## config.mk

```make
export PLATFORM = sky130hd
export DESIGN_NAME = vshuf_pd_unit
export DESIGN_NICKNAME = d
export VERILOG_FILES = /design/src/rtl/vshuf_pkg.sv /design/src/rtl/vshuf_lane.sv /design/src/rtl/vshuf_comb.sv /design/src/rtl/vshuf_pd_unit.sv
export SDC_FILE = /design/constraint.sdc
export NUM_CORES = 1
export LEC_CHECK = 0
export ABC_AREA = 1
export BUFFER_PORTS_ARGS = -buffer_cell sky130_fd_sc_hd__buf_2
export CORE_AREA = 4 4 403 405
export DETAILED_ROUTE_END_ITERATION = 7
export DIE_AREA = 0 0 407 409
export PLACE_DENSITY = 0.32
export SLEW_MARGIN = 30
export SYNTH_ARGS = -nofsm -noshare
export SYNTH_HDL_FRONTEND = slang
export SYNTH_HIERARCHICAL = 1
export SYNTH_SLANG_ARGS = --single-unit
export TNS_END_PERCENT = 30
```

## constraint.sdc

```tcl
create_clock -name clk -period 16.62 [get_ports clk]
set_clock_uncertainty 0.1 [all_clocks]
set_input_delay 2.493 -clock clk [delete_from_list [all_inputs] [get_ports clk]]
set_output_delay 2.493 -clock clk [all_outputs]
set_load 0.01 [all_outputs]
```

## src/rtl/vshuf_pkg.sv

```systemverilog
package vshuf_pkg;
  localparam int ELEM_W = 64;
  localparam int LANE_W = 2 * ELEM_W;
  localparam int VEC_W  = 2 * LANE_W;
  localparam int IMM_W  = 8;

  typedef enum logic [1:0] {
    MODE_LEG128 = 2'b00,
    MODE_ENC128 = 2'b01,
    MODE_ENC256 = 2'b10,
    MODE_BAD    = 2'b11
  } shuf_mode_e;

  typedef struct packed {
    logic [VEC_W-1:0] data;
    logic             rsvd;
    logic             bad;
  } shuf_res_t;
endpackage

```

## src/rtl/vshuf_lane.sv

```systemverilog
module vshuf_lane #(
  parameter int EW = 64
) (
  input  logic [2*EW-1:0] a,
  input  logic [2*EW-1:0] b,
  input  logic            sel_lo,
  input  logic            sel_hi,
  output logic [2*EW-1:0] y
);
  always_comb begin
    y[EW-1:0]    = sel_lo ? a[2*EW-1:EW] : a[EW-1:0];
    y[2*EW-1:EW] = sel_hi ? b[2*EW-1:EW] : b[EW-1:0];
  end
endmodule

```

## src/rtl/vshuf_comb.sv

```systemverilog
module vshuf_comb
  import vshuf_pkg::*;
#(
  parameter int EW    = ELEM_W,
  parameter int LANES = 2
) (
  input  shuf_mode_e          mode,
  input  logic [IMM_W-1:0]    imm,
  input  logic [LANES*2*EW-1:0] old_dst,
  input  logic [LANES*2*EW-1:0] src_a,
  input  logic [LANES*2*EW-1:0] src_b,
  output logic [LANES*2*EW-1:0] data,
  output logic                rsvd,
  output logic                bad
);
  localparam int LW = 2 * EW;
  localparam int VW = LANES * LW;

  logic [VW-1:0] first_op;
  logic [VW-1:0] shuf;

  assign first_op = (mode == MODE_LEG128) ? old_dst : src_a;

  for (genvar l = 0; l < LANES; l++) begin : g_lane
    vshuf_lane #(.EW(EW)) u_lane (
      .a      (first_op[l*LW +: LW]),
      .b      (src_b[l*LW +: LW]),
      .sel_lo (imm[2*l]),
      .sel_hi (imm[2*l+1]),
      .y      (shuf[l*LW +: LW])
    );
  end

  always_comb begin
    data = '0;
    rsvd = 1'b0;
    bad  = 1'b0;
    unique case (mode)
      MODE_LEG128: begin
        data = {old_dst[VW-1:LW], shuf[LW-1:0]};
        rsvd = |imm[IMM_W-1:2];
      end
      MODE_ENC128: begin
        data = {{(VW-LW){1'b0}}, shuf[LW-1:0]};
        rsvd = |imm[IMM_W-1:2];
      end
      MODE_ENC256: begin
        data = shuf;
        rsvd = |imm[IMM_W-1:2*LANES];
      end
      default: bad = 1'b1;
    endcase
  end
endmodule

```

## src/rtl/vshuf_pd_unit.sv

```systemverilog
module vshuf_pd_unit
  import vshuf_pkg::*;
#(
  parameter int EW = ELEM_W,
  parameter int VW = VEC_W
) (
  input  logic          clk,
  input  logic          rst,
  input  logic          in_valid,
  output logic          in_ready,
  input  logic [1:0]    mode,
  input  logic [7:0]    imm,
  input  logic [VW-1:0] old_dst,
  input  logic [VW-1:0] src_a,
  input  logic [VW-1:0] src_b,
  output logic          out_valid,
  input  logic          out_ready,
  output logic [VW-1:0] result,
  output logic          rsvd_flag,
  output logic          bad_mode
);
  localparam int LANES = VW / (2 * EW);

  logic [VW-1:0] c_data;
  logic          c_rsvd;
  logic          c_bad;
  logic          take;

  vshuf_comb #(.EW(EW), .LANES(LANES)) u_comb (
    .mode    (shuf_mode_e'(mode)),
    .imm     (imm),
    .old_dst (old_dst),
    .src_a   (src_a),
    .src_b   (src_b),
    .data    (c_data),
    .rsvd    (c_rsvd),
    .bad     (c_bad)
  );

  assign in_ready = !out_valid || out_ready;
  assign take     = in_valid && in_ready;

  always_ff @(posedge clk) begin
    if (take) result <= c_data;
  end

  always_ff @(posedge clk) begin
    if (rst) begin
      out_valid <= 1'b0;
      rsvd_flag <= 1'b0;
      bad_mode  <= 1'b0;
    end else if (take) begin
      out_valid <= 1'b1;
      rsvd_flag <= c_rsvd;
      bad_mode  <= c_bad;
    end else if (out_ready) begin
      out_valid <= 1'b0;
      rsvd_flag <= 1'b0;
      bad_mode  <= 1'b0;
    end
  end
endmodule

```

==> results of run 1 <==
## kinds of logic after synthesis
group           Yosys count  synth area share
compound gates          262            0.0764
buf+inv                 317            0.0985
flops                   259             0.449
simple gates           1676             0.376
## report_power, final
| part | switching (W) | internal, W | leakage (nW) |
|---|---|---|---|
| combinational | 0.000319 | 0.000167 | 10.1 |
| clock | 0.000361 | 0.000461 | 0.588 |
| sequential | 0.0000164 | 0.000783 | 2.57 |
| total | 0.000696 | 0.00141 | 13.2 |
## layout by cell type (no fill, tap or decap), types with 3 or more instances in the layout
cell / n
nand3_1: 130
nand2_1: 1413
buf_2: 1037
clkinv_1: 4
inv_1: 130
edfxtp_1: 256
clkinv_2: 10
buf_6: 3
nor2_2: 9
a21oi_1: 3
nor2_1: 121
diode_2: 32
inv_4: 3
dfxtp_1: 3
clkbuf_1: 11
clkbuf_16: 39
buf_4: 27
o21ai_0: 256
## through the flow
stage	cells	instance area, um^2	setup slack [ps]
after global routing	5558	25400	10990
after CTS	5547	25400	11040
after detailed placement	5476	24200	10710
after global placement	5475	24100	10560
final	5579	25500	11050
after floorplan	2514	17300	751
## critical path, cell delays in order
cell	delay [ps]
buf_2	110
inv_1	120
nand2_2	100
buf_2	160
## Yosys cell counts, drive strengths merged
master / n
inv: 137
nor2: 131
buf: 95
nand2: 1415
edfxtp: 256
nand3: 130
dfxtp: 3
clkbuf: 85
o21bai: 1
o21ai: 256
a21oi: 5
## flip-flops by register name, summed over array words and instances (netlist names)
signal,flops
bad_mode,1
out_valid,1
result,256
rsvd_flag,1
## worst min-delay path by stage
stage	start	endpoint	slack (ps)	cells after the start
after CTS	bad_mode$_SDFFE_PP0P_	bad_mode$_SDFFE_PP0P_	360	2
after global placement	rsvd_flag$_SDFFE_PP0P_	rsvd_flag$_SDFFE_PP0P_	350	2
after floorplan	bad_mode$_SDFFE_PP0P_	bad_mode$_SDFFE_PP0P_	380	2
final	rsvd_flag$_SDFFE_PP0P_	rsvd_flag$_SDFFE_PP0P_	360	2
after global routing	rsvd_flag$_SDFFE_PP0P_	rsvd_flag$_SDFFE_PP0P_	390	2
after detailed placement	bad_mode$_SDFFE_PP0P_	bad_mode$_SDFFE_PP0P_	350	2
## routing by layer
metal  GRT usage  vias to the layer above
li1            -                     9838
met1       0.161                     9506
met4      0.0411                       54
met2       0.239                      765
met3      0.0494                      187
met5           0                        -
## area by class of cell
class,count,share of cell area
Antenna cell,32,0.00315
Multi-Input combinational cell,1938,0.307
Clock inverter,19,0.00619
Timing Repair Buffer,1070,0.215
Sequential cell,259,0.304
Clock buffer,52,0.0410
Tap cell,2072,0.102
Inverter,137,0.0207
==> metrics.md, run 1 <==
| Metric | Value |
|---|---|
| Wl on met1 | 48400 um |
| Critical path launch point type | input port |
| GPL Wtd Cong | 0.844 |
| GRT overflow | 0 |
| First-pass GRT wire length | 163000 um |
| CP startpoint | out_ready |
| CP max FO | 4 |
| Pin count of the biggest net entering global routing | 87 |
| Worst vdd ir | 0.0591 mV |
| Initial antenna violation count | 74 |
| Peak Freq | 180 MHz |
| Worst min path class | flop to flop |
| Status | complete, no violations |
| Synth area leader | edfxtp_1 |
| # rows | 146 |
| Highest Signal Layer | met5 |
| Clk sinks | 259 |
| Setup Fix Bufs, Post-CTS | 0 |
| CTS buffer count | 39 |
| H-tree level count | 2 |
| Crit Reg-Reg Endpoint | result[173]$_DFFE_PP_ |
| Clk root buf | clkbuf_16 |
| Synth Register Bits | 259 |
| Initial Utilization | 0.109 |
| Mean Syn Cell Area | 6.86 um^2 |
| Initial DRC count | 1253 |
| Worst-Skew Late Latency | 580 ps |
| Pre-Repair DR Iteration Count | 5 |
| Share of post-route cells with drive strength above 1 | 0.330 |
| Cell Pwr Density | 82.8 mW/mm^2 |
| Total Power | 0.00211 W |
| Number of max-cap violations | 0 |
| WHS | 357 ps |
| PostCTS Resize Cnt | 0 |
| DIE HEIGHT | 409 um |
| Sequential Area | 0.00775 mm^2 |
| Post-synth top area share | 0.446 |
| RSZ-0062 raised after global routing | false |
| Setup TNS | 0 ps |
| Area Growth Syn to Fin | 47.5% |
| Total length of routed met2 wires | 58900 um |
| Crit end category | output pin |
| Unique masters post-synth | 20 |
| Sequential area share after synthesis | 0.449 |
| Reg2Reg Depth | 4 |
| Hold_buf cts | 0 |
| CTS tree | yes |
| Layout Utilization | 0.161 |
| Synth Net Count | 3296 |
| Vias | 20400 |
| WS Path Type | input port to output pin |
| Die Span X | 407 um |
| Final count of pins violating max slew | 0 |
| Final wirelength | 122000 um |
| Routed Antenna Nets | 0 |
| Port Buf Inserts | 1041 |
| Vias per cell | 3.65 |
| CP endpoint | in_ready |
| All-Layer GR Usage | 0.139 |
| DR WL/cell | 21.9 um |
| Fin nets | 4227 |
| Core area | 0.158 mm^2 |
| Vias in the first global route | 20700 |
| Flop2flop setup slack | 13350 ps |
| Minimum clock period after layout | 5570 ps |
| Multi-input gate area | 0.00782 mm^2 |
| Yosys warns | 6 |
| Worst Path Required | 14030 ps |
| Synth area leaders | edfxtp_1 45%, nand2_1 31%, o21ai_0 7.4% |
| Final period utilization | 0.335 |
| DR DRC count | 0 |
| Die area | 0.166 mm^2 |
| Max clock buf depth | 3 |
| Fillers | 18600 |
| Slew HR | 0.327 |
| Setup-failing EPs final | 0 |
| Detailed placement HPWL | 96800 um |
| Lkg Pwr | 13.2 nW |
| Worst Tran Pin Value | 1010 ps |
| Reg2reg start | out_valid$_SDFFE_PP0P_ |
| Fin. Hold Viols | 0 |
| Ports | 1042 |
| Met3 WL | 10700 um |
| Mapped Cells | 2514 |
| CP arrival | 2980 ps |
| Clock transition at path regs | 50 ps |
| Synthesized area | 0.0173 mm^2 |
No activity file was read; power rests on OpenSTA's default activity.
==> inputs of run 2 (changes only) <==
Settings changed: CORE_AREA 4 4 403 405 to 4 4 404 406, DIE_AREA 0 0 407 409 to 0 0 408 410, PLACE_DENSITY 0.32 to 0.31.
Clock period 16.62 ns to 5.65 ns, I/O delays scaled along.
==> metrics.md, run 2 (synthesized netlist as in run 1, its figures left out) <==
| Metric | Value |
|---|---|
| Crit end category | flop |
| Die area | 0.167 mm^2 |
| Fin. Hold Viols | 0 |
| Pin count of the biggest net entering global routing | 132 |
| Setup Fix Bufs, Post-CTS | 0 |
| Minimum clock period after layout | 2680 ps |
| CTS buffer count | 41 |
| CP arrival | 2900 ps |
| Peak Freq | 373 MHz |
| Number of max-cap violations | 0 |
| GRT overflow | 0 |
| Total Power | 0.00624 W |
| Sequential Area | 0.00775 mm^2 |
| Buf/Inv on CP | 4 |
| Final period utilization | 0.474 |
| Worst-Skew Late Latency | 580 ps |
| Routed Antenna Nets | 0 |
| Clk root buf | clkbuf_16 |
| Vias | 20300 |
| Core area | 0.160 mm^2 |
| Cell Pwr Density | 244 mW/mm^2 |
| CP max FO | 125 |
| Crit path cell chain | buf_8 > buf_12 > buf_4 > o21ai_0 > nand2_1 > nand2_1 > nand2_1 > inv_1 > nor2_1 |
| Met1 Resource Use GR | 0.165 |
| # rows | 147 |
| Worst Tran Pin Value | 969 ps |
| WS Path Type | input port to flop |
| Lkg Pwr | 13.3 nW |
| Critical Path Slowest Stage Cell | o21ai_0 |
| Ports | 1042 |
| Setup-failing EPs final | 0 |
| Area Growth Syn to Fin | 48.3% |
| GPL Wtd Cong | 0.859 |
| Clk sinks | 259 |
| GRT Max-Usage Layer | met2 |
| Hold_buf cts | 0 |
| Slew HR | 0.354 |
| Max stage delay on crit path | 520 ps |
| Critical Path Most Common Cell | nand2_1 |
| Final Cell Area | 0.0256 mm^2 |
| All-Layer GR Usage | 0.139 |
| Status | complete, no violations |
| Setup TNS | 0 ps |
| Initial DRC count | 981 |
| Placed cell areas | 0.0243 mm^2 |
| Critical path launch point type | input port |
| Worst min path class | input port to flop |
| RSZ-0062 raised after global routing | false |
| Final wirelength | 122000 um |
| Port Buf Inserts | 1041 |
| Commonest cells after routing, fill and taps aside | 1413 x nand2_1, 1037 x buf_2, 256 x edfxtp_1, 256 x o21ai_0, 130 x nand3_1 |
| H-tree level count | 2 |
| DR DRC count | 0 |
| DIE HEIGHT | 410 um |
| Clock transition at path regs | 60 ps |
| Die Span X | 408 um |
| Initial antenna violation count | 85 |
| Met3 usage | 0.0574 |
| Fillers | 18800 |
| Most flop-heavy register | result |
| Largest delay share family, worst path | buffers and inverters |
| Fin nets | 4233 |
| Share of post-route cells with drive strength above 1 | 0.330 |
| Worst vdd ir | 0.177 mV |
| Worst Path Required | 5870 ps |
| PostCTS Resize Cnt | 0 |
| Commonest non-fill, non-tap cell in the layout | nand2_1 |
| Multi-input gate area | 0.00782 mm^2 |
| Vias in the first global route | 20700 |
| Pre-Repair DR Iteration Count | 5 |
| GR Util met2 | 0.236 |
| CTS tree | yes |
| Detailed placement HPWL | 96700 um |
| Initial Utilization | 0.108 |
| Final count of pins violating max slew | 0 |
| Max reg flops | 256 |
| Vias per cell | 3.64 |
| First-pass GRT wire length | 166000 um |
| Max clock buf depth | 3 |
| DR WL/cell | 21.9 um |
[run 2: cell types whose count changed in the layout (fill, tap and decap cells not counted), sizes merged]
cell | previous run | this run
buf | 1070 | 1074
bufinv | 1 | 2
clkbuf | 52 | 53
clkinv | 16 | 13
clkinvlp | 2 | 1
diode | 32 | 28
[run 2: where the power goes]
group	switching (W)	internal [W]
clock network	0.00105	0.00142
logic	0.000920	0.000502
registers	0.0000458	0.00230
total	0.00201	0.00422
[run 2: stage by stage]
step / setup slack [ps] / hold WS [ps] / utilization / instances
finish: 2970 / 364 / 0.160 / 5591
floorplan: 34.0 / 377 / - / 2514
CTS: 3010 / 285 / 0.159 / 5562
global placement: 2360 / 349 / 0.152 / 5493
detailed placement: 2340 / 365 / 0.152 / 5493
global route: 2850 / 309 / 0.160 / 5572
[run 2: worst paths after layout]
| check | from | to | slack (ps) | cells past startpoint |
|---|---|---|---|---|
| max | mode[0] | result[7]$_DFFE_PP_ | 2970 | 9 |
| min | rst | out_valid$_SDFFE_PP0P_ | 360 | 2 |
| max reg2reg | out_valid$_SDFFE_PP0P_ | result[174]$_DFFE_PP_ | 3450 | 2 |
| min reg2reg | rsvd_flag$_SDFFE_PP0P_ | rsvd_flag$_SDFFE_PP0P_ | 380 | 2 |
[run 2: layout make-up]
class / instances / share of cell area
antenna: 28 / 0.00274
sequential: 259 / 0.303
timing repair buffer: 1074 / 0.219
tap: 2086 / 0.102
multi-input combinational: 1938 / 0.306
clock inverter: 16 / 0.00543
inverter: 137 / 0.0206
clock buffer: 53 / 0.0419
[run 2: layer usage]
layer  share of wire  vias up
met3           0.096      175
met1            0.41     9501
met5          0.0029        -
met2            0.48      765
li1                -     9852
met4           0.020       54
